**src/rtl/ps2dd_pkg.sv**
```systemverilog
package ps2dd_pkg;
   localparam int SEG_W      = 7;
   localparam int CODE_W     = 8;
   localparam int FRAME_BITS = 11;

   typedef logic [SEG_W-1:0]  seg_t;
   typedef logic [CODE_W-1:0] code_t;

   typedef struct packed {
      logic hit;
      seg_t pattern;
   } digit_hit_t;

   localparam code_t BREAK_CODE = 8'hF0;

   // Segment order: bit 0 = A ... bit 6 = G, active high.
   function automatic digit_hit_t lookup_code(input code_t c);
      digit_hit_t r;
      r.hit = 1'b1;
      case (c)
         8'h45:   r.pattern = 7'h3F;
         8'h16:   r.pattern = 7'h06;
         8'h1E:   r.pattern = 7'h5B;
         8'h26:   r.pattern = 7'h4F;
         8'h25:   r.pattern = 7'h66;
         8'h2E:   r.pattern = 7'h6D;
         8'h36:   r.pattern = 7'h7D;
         8'h3D:   r.pattern = 7'h07;
         8'h3E:   r.pattern = 7'h7F;
         8'h46:   r.pattern = 7'h6F;
         default: begin
            r.hit     = 1'b0;
            r.pattern = '0;
         end
      endcase
      return r;
   endfunction
endpackage

```
**src/rtl/ps2dd_sync.sv**
```systemverilog
module ps2dd_sync #(
   parameter int               WIDTH   = 2,
   parameter int               STAGES  = 2,
   parameter logic [WIDTH-1:0] RST_VAL = '1
) (
   input  logic             clk,
   input  logic             rst_n,
   input  logic [WIDTH-1:0] d,
   output logic [WIDTH-1:0] q
);
   generate
      if (STAGES < 2) begin : g_bad_stages
         $error("ps2dd_sync: STAGES must be at least 2");
      end
      if (WIDTH < 1) begin : g_bad_width
         $error("ps2dd_sync: WIDTH must be at least 1");
      end
   endgenerate

   logic [STAGES-1:0][WIDTH-1:0] chain;

   always_ff @(posedge clk) begin
      if (!rst_n) chain <= {STAGES{RST_VAL}};
      else        chain <= {chain[STAGES-2:0], d};
   end

   assign q = chain[STAGES-1];
endmodule

```
**src/rtl/ps2dd_frame_rx.sv**
```systemverilog
module ps2dd_frame_rx
   import ps2dd_pkg::*;
#(
   parameter int TIMEOUT_CYC = 5000
) (
   input  logic  clk,
   input  logic  rst_n,
   input  logic  kb_clk,
   input  logic  kb_dat,
   output logic  frame_ok,
   output code_t code
);
   localparam int CNT_W  = $clog2(FRAME_BITS);
   localparam int IDLE_W = $clog2(TIMEOUT_CYC + 1);
   localparam logic [CNT_W-1:0] LAST_BIT = CNT_W'(FRAME_BITS - 1);

   generate
      if (TIMEOUT_CYC < 16) begin : g_bad_timeout
         $error("ps2dd_frame_rx: TIMEOUT_CYC too small");
      end
   endgenerate

   logic                  kb_clk_q;
   logic                  fall;
   logic [CNT_W-1:0]      bit_cnt;
   logic [FRAME_BITS-1:0] shreg;
   logic [FRAME_BITS-1:0] next_word;
   logic [IDLE_W-1:0]     idle_cnt;
   logic                  word_good;

   assign fall      = kb_clk_q & ~kb_clk;
   assign next_word = {kb_dat, shreg[FRAME_BITS-1:1]};
   // word: [0]=start, [8:1]=data, [9]=parity, [10]=stop
   assign word_good = ~next_word[0] & next_word[FRAME_BITS-1] & (^next_word[9:1]);

   always_ff @(posedge clk) begin
      if (!rst_n) begin
         kb_clk_q <= 1'b1;
         bit_cnt  <= '0;
         shreg    <= '0;
         idle_cnt <= '0;
         frame_ok <= 1'b0;
         code     <= '0;
      end else begin
         kb_clk_q <= kb_clk;
         frame_ok <= 1'b0;
         if (fall) begin
            idle_cnt <= '0;
            shreg    <= next_word;
            if (bit_cnt == LAST_BIT) begin
               bit_cnt  <= '0;
               frame_ok <= word_good;
               code     <= next_word[8:1];
            end else begin
               bit_cnt <= bit_cnt + 1'b1;
            end
         end else if (bit_cnt != '0) begin
            if (idle_cnt == IDLE_W'(TIMEOUT_CYC - 1)) begin
               bit_cnt  <= '0;
               idle_cnt <= '0;
            end else begin
               idle_cnt <= idle_cnt + 1'b1;
            end
         end else begin
            idle_cnt <= '0;
         end
      end
   end
endmodule

```
**src/rtl/ps2dd_code_map.sv**
```systemverilog
module ps2dd_code_map
   import ps2dd_pkg::*;
(
   input  code_t code,
   output logic  hit,
   output seg_t  pattern
);
   digit_hit_t r;
   assign r       = lookup_code(code);
   assign hit     = r.hit;
   assign pattern = r.pattern;
endmodule

```
**src/rtl/ps2_digit_display.sv**
```systemverilog
module ps2_digit_display
   import ps2dd_pkg::*;
#(
   parameter int CLK_HZ      = 50_000_000,
   parameter int IDLE_US     = 100,
   parameter int SYNC_STAGES = 2
) (
   input  logic       clk,
   input  logic       rst_n,
   input  logic       ps2_clk_raw,
   input  logic       ps2_dat_raw,
   output logic [6:0] seg,
   output logic       digit_strobe
);
   localparam int TIMEOUT_CYC = (CLK_HZ / 1_000_000) * IDLE_US;

   generate
      if (CLK_HZ < 1_000_000) begin : g_bad_clk
         $error("ps2_digit_display: CLK_HZ must be at least 1 MHz");
      end
   endgenerate

   logic [1:0] lines_s;
   logic       frame_ok;
   code_t      code;
   logic       hit;
   seg_t       pattern;
   logic       after_break;

   ps2dd_sync #(.WIDTH(2), .STAGES(SYNC_STAGES), .RST_VAL(2'b11)) u_sync (
      .clk   (clk),
      .rst_n (rst_n),
      .d     ({ps2_dat_raw, ps2_clk_raw}),
      .q     (lines_s)
   );

   ps2dd_frame_rx #(.TIMEOUT_CYC(TIMEOUT_CYC)) u_rx (
      .clk      (clk),
      .rst_n    (rst_n),
      .kb_clk   (lines_s[0]),
      .kb_dat   (lines_s[1]),
      .frame_ok (frame_ok),
      .code     (code)
   );

   ps2dd_code_map u_map (
      .code    (code),
      .hit     (hit),
      .pattern (pattern)
   );

   always_ff @(posedge clk) begin
      if (!rst_n) begin
         seg          <= '0;
         digit_strobe <= 1'b0;
         after_break  <= 1'b0;
      end else begin
         digit_strobe <= 1'b0;
         if (frame_ok) begin
            if (after_break) begin
               after_break <= 1'b0;
            end else if (code == BREAK_CODE) begin
               after_break <= 1'b1;
            end else if (hit) begin
               seg          <= pattern;
               digit_strobe <= 1'b1;
            end
         end
      end
   end
endmodule

```
**config.mk**
```make
export PLATFORM = sky130hd
export DESIGN_NAME = ps2_digit_display
export DESIGN_NICKNAME = d
export VERILOG_FILES = /design/src/rtl/ps2dd_pkg.sv /design/src/rtl/ps2dd_sync.sv /design/src/rtl/ps2dd_frame_rx.sv /design/src/rtl/ps2dd_code_map.sv /design/src/rtl/ps2_digit_display.sv
export SDC_FILE = /design/constraint.sdc
export NUM_CORES = 1
export LEC_CHECK = 0
export CAP_MARGIN = 5
export CORE_ASPECT_RATIO = 2
export CORE_MARGIN = 2
export CORE_UTILIZATION = 55
export CTS_BUF_LIST = sky130_fd_sc_hd__clkbuf_4
export DETAILED_ROUTE_END_ITERATION = 10
export GPL_ROUTABILITY_DRIVEN = 0
export HOLD_SLACK_MARGIN = 0.02
export PLACE_DENSITY = 0.8
export SLEW_MARGIN = 25
export SYNTH_ARGS = -nofsm -noshare
export SYNTH_HDL_FRONTEND = slang
export SYNTH_SLANG_ARGS = --single-unit
```
**constraint.sdc**
```tcl
create_clock -name clk -period 2.14 [get_ports clk]
set_clock_uncertainty 0.2 [all_clocks]
set_input_delay 0.428 -clock clk [delete_from_list [all_inputs] [get_ports clk]]
set_output_delay 0.428 -clock clk [all_outputs]
set_load 0.01 [all_outputs]
```
Word level (Yosys, flattened, before mapping)
Cells that the tools add are included.

storage, ports and cells
  register bits after elaboration = 51
  logic and storage cells = 56

cells by class
  $add $sub $neg = 2
  eq/ne operators = 13
  multiplexer cells = 9
  bitwise operators = 10
  reduce and logical (&&, ||, !) cells = 11

operators by type and width
  kind                     number
  $pmux W7 S10             1
  $eq A8 B6 Y1 const B     6
  $eq A8 B5 Y1 const B     2
  $eq A8 B7 Y1 const B     2
  $mux W4                  4
  $add A13 B1 Y13 const B  1
  $eq A13 B13 Y1 const B   1
  $reduce_or A10 Y1        1
  $reduce_xor A9 Y1        1
  $eq A8 B8 Y1 const B     1
  $reduce_or A4 Y1         2
  $not A1 Y1               7
  $add A4 B1 Y4 const B    1
  $eq A4 B4 Y1 const B     1
  $mux W1                  4
  $reduce_and A2 Y1        2
  $reduce_and A4 Y1        1
  $reduce_bool A2 Y1       2
  $reduce_bool A4 Y1       1
  $and A1 B1 Y1            3
  $reduce_and A3 Y1        1

Longest topological paths before layout
  word-level depth = 4
  mapped depth = 7
  depth with buffers taken out = 7

Modules after synthesis
From an unflattened synthesis, not the netlist that was laid out.

second synthesis, totals
  cell total of the unflattened synthesis = 263
  area total of the unflattened synthesis = 2388.5 µm²

modules (own cells, without submodules)
  module             instances  cells each  area each (µm²)  sequential area each (µm²)
  ps2dd_frame_rx     1          178         1634.1           740.7
  ps2_digit_display  1          40          394.1            180.2
  ps2dd_code_map     1          35          240.2            0.0
  ps2dd_sync         1          10          120.1            80.1

Worst setup path before layout
OpenSTA, ideal clock, no wires.

  kind = register to register
  start point = register u_rx.idle_cnt[0]
  end point = register u_rx.idle_cnt[10]
  library setup time = 0.128 ns
  arrival = 1.619 ns
  path slack = 0.194 ns
  stages on the path, launching flop included = 8
  path buffers = 1
  path through = dfxtp_1 -> ha_1 -> inv_1 -> nor4b_1 -> nand3_1 -> nand4_1 -> clkbuf_1 -> nor2_1

on the way
  cells in the longest elaborated chain, start to end = 2
  elaborated cells on any way between the ends = 3
  classes of those cells = add/sub (1); eq/ne (1); reduce/logical (1)

RTL lines
  what                                                                     line                  RTL
  from (decl)                                                              ps2dd_frame_rx.sv:28  logic [IDLE_W-1:0] idle_cnt;
  from (signal assigned)                                                   ps2dd_frame_rx.sv:62  idle_cnt <= idle_cnt + 1'b1;
  parallel branches: the longest is 2 deep, another holds $add A13 B1 Y13  --

Several ways; the timed one is not identified.
A chain may end at the register's enable or synchronous reset.

Final worst setup path
  start point = register u_rx.code[0]
  end point = register seg[2]

on the way
  cells in the longest elaborated chain, start to end = 4
  elaborated cells on any way between the ends = 16
  classes of those cells = eq/ne (11); mux (2); bitwise (1); reduce/logical (2)

RTL lines
  what                                  line                     RTL
  from (decl)                           ps2dd_frame_rx.sv:11     output code_t code
  from (signal assigned)                ps2dd_frame_rx.sv:53     code <= next_word[8:1];
  $eq A8 B7 Y1 (tied with other cells)  ps2dd_pkg.sv:20          case (c)
  $reduce_or A10 Y1 (no source line)    --
  $mux W1                               ps2dd_pkg.sv:20
  $reduce_and A4 Y1 (no source line)    --
  to (signal assigned)                  ps2_digit_display.sv:65  seg <= pattern;
  to (decl)                             ps2_digit_display.sv:12  output logic [6:0] seg,

Parallel ways exist; a longest one is shown, timed or not.

==> results.yml <==
floorplanning:
  rows: 33
  core-area_um2: 4130
  die_area_um2: 4900
  start_util_pct: 57.6
  ios: 12
  die_w_um: 50.5
  die_h_um: 97
synthesis:
  synth-seq-cells: 50
  synthFlopType: "dfxtp_1"
  yosysSeqAreaShare_pct: 42.1
  ys_types: 47
  syn-num-nets: 284
  syn_avg_cell_area_um2: 8.62
  synth_area_um2: 2380
  synth-warning-count: 0
  syn_inst: 276
  synth-edff-count: 0
  synthArstFlopShare_pct: 0
global_route:
  track_usage_pct: 21.4
  grt_start_max_net_pins: 24
  grt_pass1_wl_um: 8240
  grt_overflow: 0
  antenna_found_initial: 0
  grt_pass1_vias: 1947
route:
  drcViolationCount: 0
  wl_um: 4840
  vias: 1995
  dr.pass1.iters: 4
  viasPerCell: 5.72
  drtAntennaViolNets: 0
  drtIter0Drc: 53
  routedWlPerCell_um: 13.9
clocking:
  tritoncts: "built"
  cts.sinks: 50
  clk_latency_ns: 0.36
  cts-root-buf: "clkbuf_4"
  cts_buffers: 5
  clkTransAtPathRegs_ns: 0.14
  cts_buffer_depth: 2
  h-tree-depth: 2
layout:
  final_cell_mix: "dfxtp_1 (45), nand2_1 (41), nor2_1 (28)"
  fin_area_um2: 2680
  area_growth_pct: 12.8
  final.fill_count: 359
  mostFrequentLayoutCell: "dfxtp_1"
  drive_gt1_share_pct: 13.1
  final_nets: 304
  antennaDiodeCount: 0
min_path:
  hold_path_class: "reg2reg"
sta:
  finalCritPeriodShare_pct: 96.7
  min_period_ns: 2.07
  setup_viol_count_final: 0
  hold_violations: 0
  fin_tns_setup_ns: 0
  holdWs_ns: 0.223
  drv_slew: 0
  worst_slack_ns: 0.0705
  maxSlewHeadroom_pct: 51.0
  fmaxAchievable_mhz: 483
  tightest_slew_ns: 0.734
job:
  drv_cap: 0
placement:
  post-place-ws_ns: 0.0802
  io_buffer_count: 11
  placed_cell_area_um2: 2610
  hpwlAfterDp_um: 3640
status:
  status: "finished clean"
critical_path:
  r2r_slack_ns: 0.07
  slowest_delay_ns: 0.70
  cp.required_ns: 2.21
  slowest_stage: "or4b_2"
  start_kind: "register"
  critPathMaxFanout: 6
  worstSetupPathType: "reg2reg"
  path_cells: "or4b_2 > o21ai_2 > buf_4 > a21oi_1 > o221a_2"
  critPathCaptureType: "register"
  cp.arrival_ns: 2.14
power_and_ir_drop:
  power.density_nw_per_um2: 529
  p_leak_nw: 0.964
  peakVddDrop_mv: 0.436
  finalPower_mw: 1.42
[layout make-up]
cell class / count / area [um^2] / area share, %
multi-input combinational: 202 / 1290 / 47.9
sequential: 50 / 1010 / 37.5
timing repair buffer: 28 / 238 / 8.86
tap: 52 / 65.1 / 2.42
clock buffer: 6 / 45.0 / 1.68
inverter: 9 / 33.8 / 1.26
clock inverter: 2 / 8.76 / 0.326
[state kept, by name, indices dropped and copies added (netlist names)]
register	cells
after_break	1
u_sync.q	2
u_rx.kb_clk_q	1
u_sync.chain	2
u_rx.frame_ok	1
u_rx.idle_cnt	13
u_rx.bit_cnt	4
seg	7
u_rx.shreg	10
digit_strobe	1
u_rx.code	8
[Yosys cell counts, drive strengths merged, types with 2 or more instances]
master	count	area (um^2)
xnor2	10	87.6
nand3	15	75.1
nand2b	7	43.8
nor2	28	105
nor3b	2	20.0
nor2b	6	37.5
clkbuf	8	30.0
a31oi	2	12.5
mux2i	12	120
o211ai	5	37.5
a21oi	14	70.1
and2	2	12.5
nand4b	3	26.3
o21ai	7	38.8
buf	7	45.0
nand4	2	12.5
a211oi	3	22.5
xor2	11	96.3
ha	4	50.1
inv	9	33.8
o21a	2	15.0
dfxtp	50	1000
nor4b	4	47.6
nand2	41	154
nor4	2	12.5
nor3	3	15.0
and3	2	12.5
[power by group]
| part | switching [mW] | internal (mW) |
|---|---|---|
| combinational | 0.0301 | 0.0196 |
| sequential | 0.00471 | 0.938 |
| clock | 0.292 | 0.137 |
| total | 0.326 | 1.09 |
[metrics by stage]
stage,utilization (%),instances
5_1_grt,65.0,349
4_1_cts,64.4,349
3_5_place_dp,63.1,341
6_report,65.0,349
3_3_place_gp,63.1,341
2_1_floorplan,-,276
[cell families after synthesis]
family	Yosys count	share of synthesized area [%]
simple gates	122	26.2
flops	50	42.1
compound gates	43	12.3
buf+inv	24	4.58
xor+xnor	21	7.73
mux	12	5.05
fa+ha+maj	4	2.10
[worst max-delay path, delay by kind of cell, from the launching register on]
family | cells | cell delay [ns]
buffers and inverters | 1 | 0.17
AOI/OAI and AO/OA | 3 | 0.54
and+or+nand+nor | 1 | 0.70
DFF | 1 | 0.37
[layer usage]
metal  track usage [%]  wire length, um  up-vias
li1                  -                -      983
met1              19.3             1760      966
met2              42.5             2850       32
met3              3.24               89       14
met4              10.6              148        0
met5                 0                0        -
[final timing paths]
| check | depth (start not counted) | to | startpoint |
|---|---|---|---|
| min reg2reg | 1 | u_sync.q[1]$_SDFF_PN1_ | u_sync.chain[1]$_SDFF_PN1_ |
| max | 5 | seg[2]$_SDFFE_PN0P_ | u_rx.code[0]$_SDFFE_PN0P_ |
| min | 1 | u_sync.q[1]$_SDFF_PN1_ | u_sync.chain[1]$_SDFF_PN1_ |
| max reg2reg | 5 | seg[2]$_SDFFE_PN0P_ | u_rx.code[0]$_SDFFE_PN0P_ |
[repair_timing]
item	4_1_cts	5_1_grt
endpoints found under the setup margin	0	20
buffers inserted	0	0
hold buffers	0	0
resized for setup	0	9
Power figures use the tool's default switching activity.
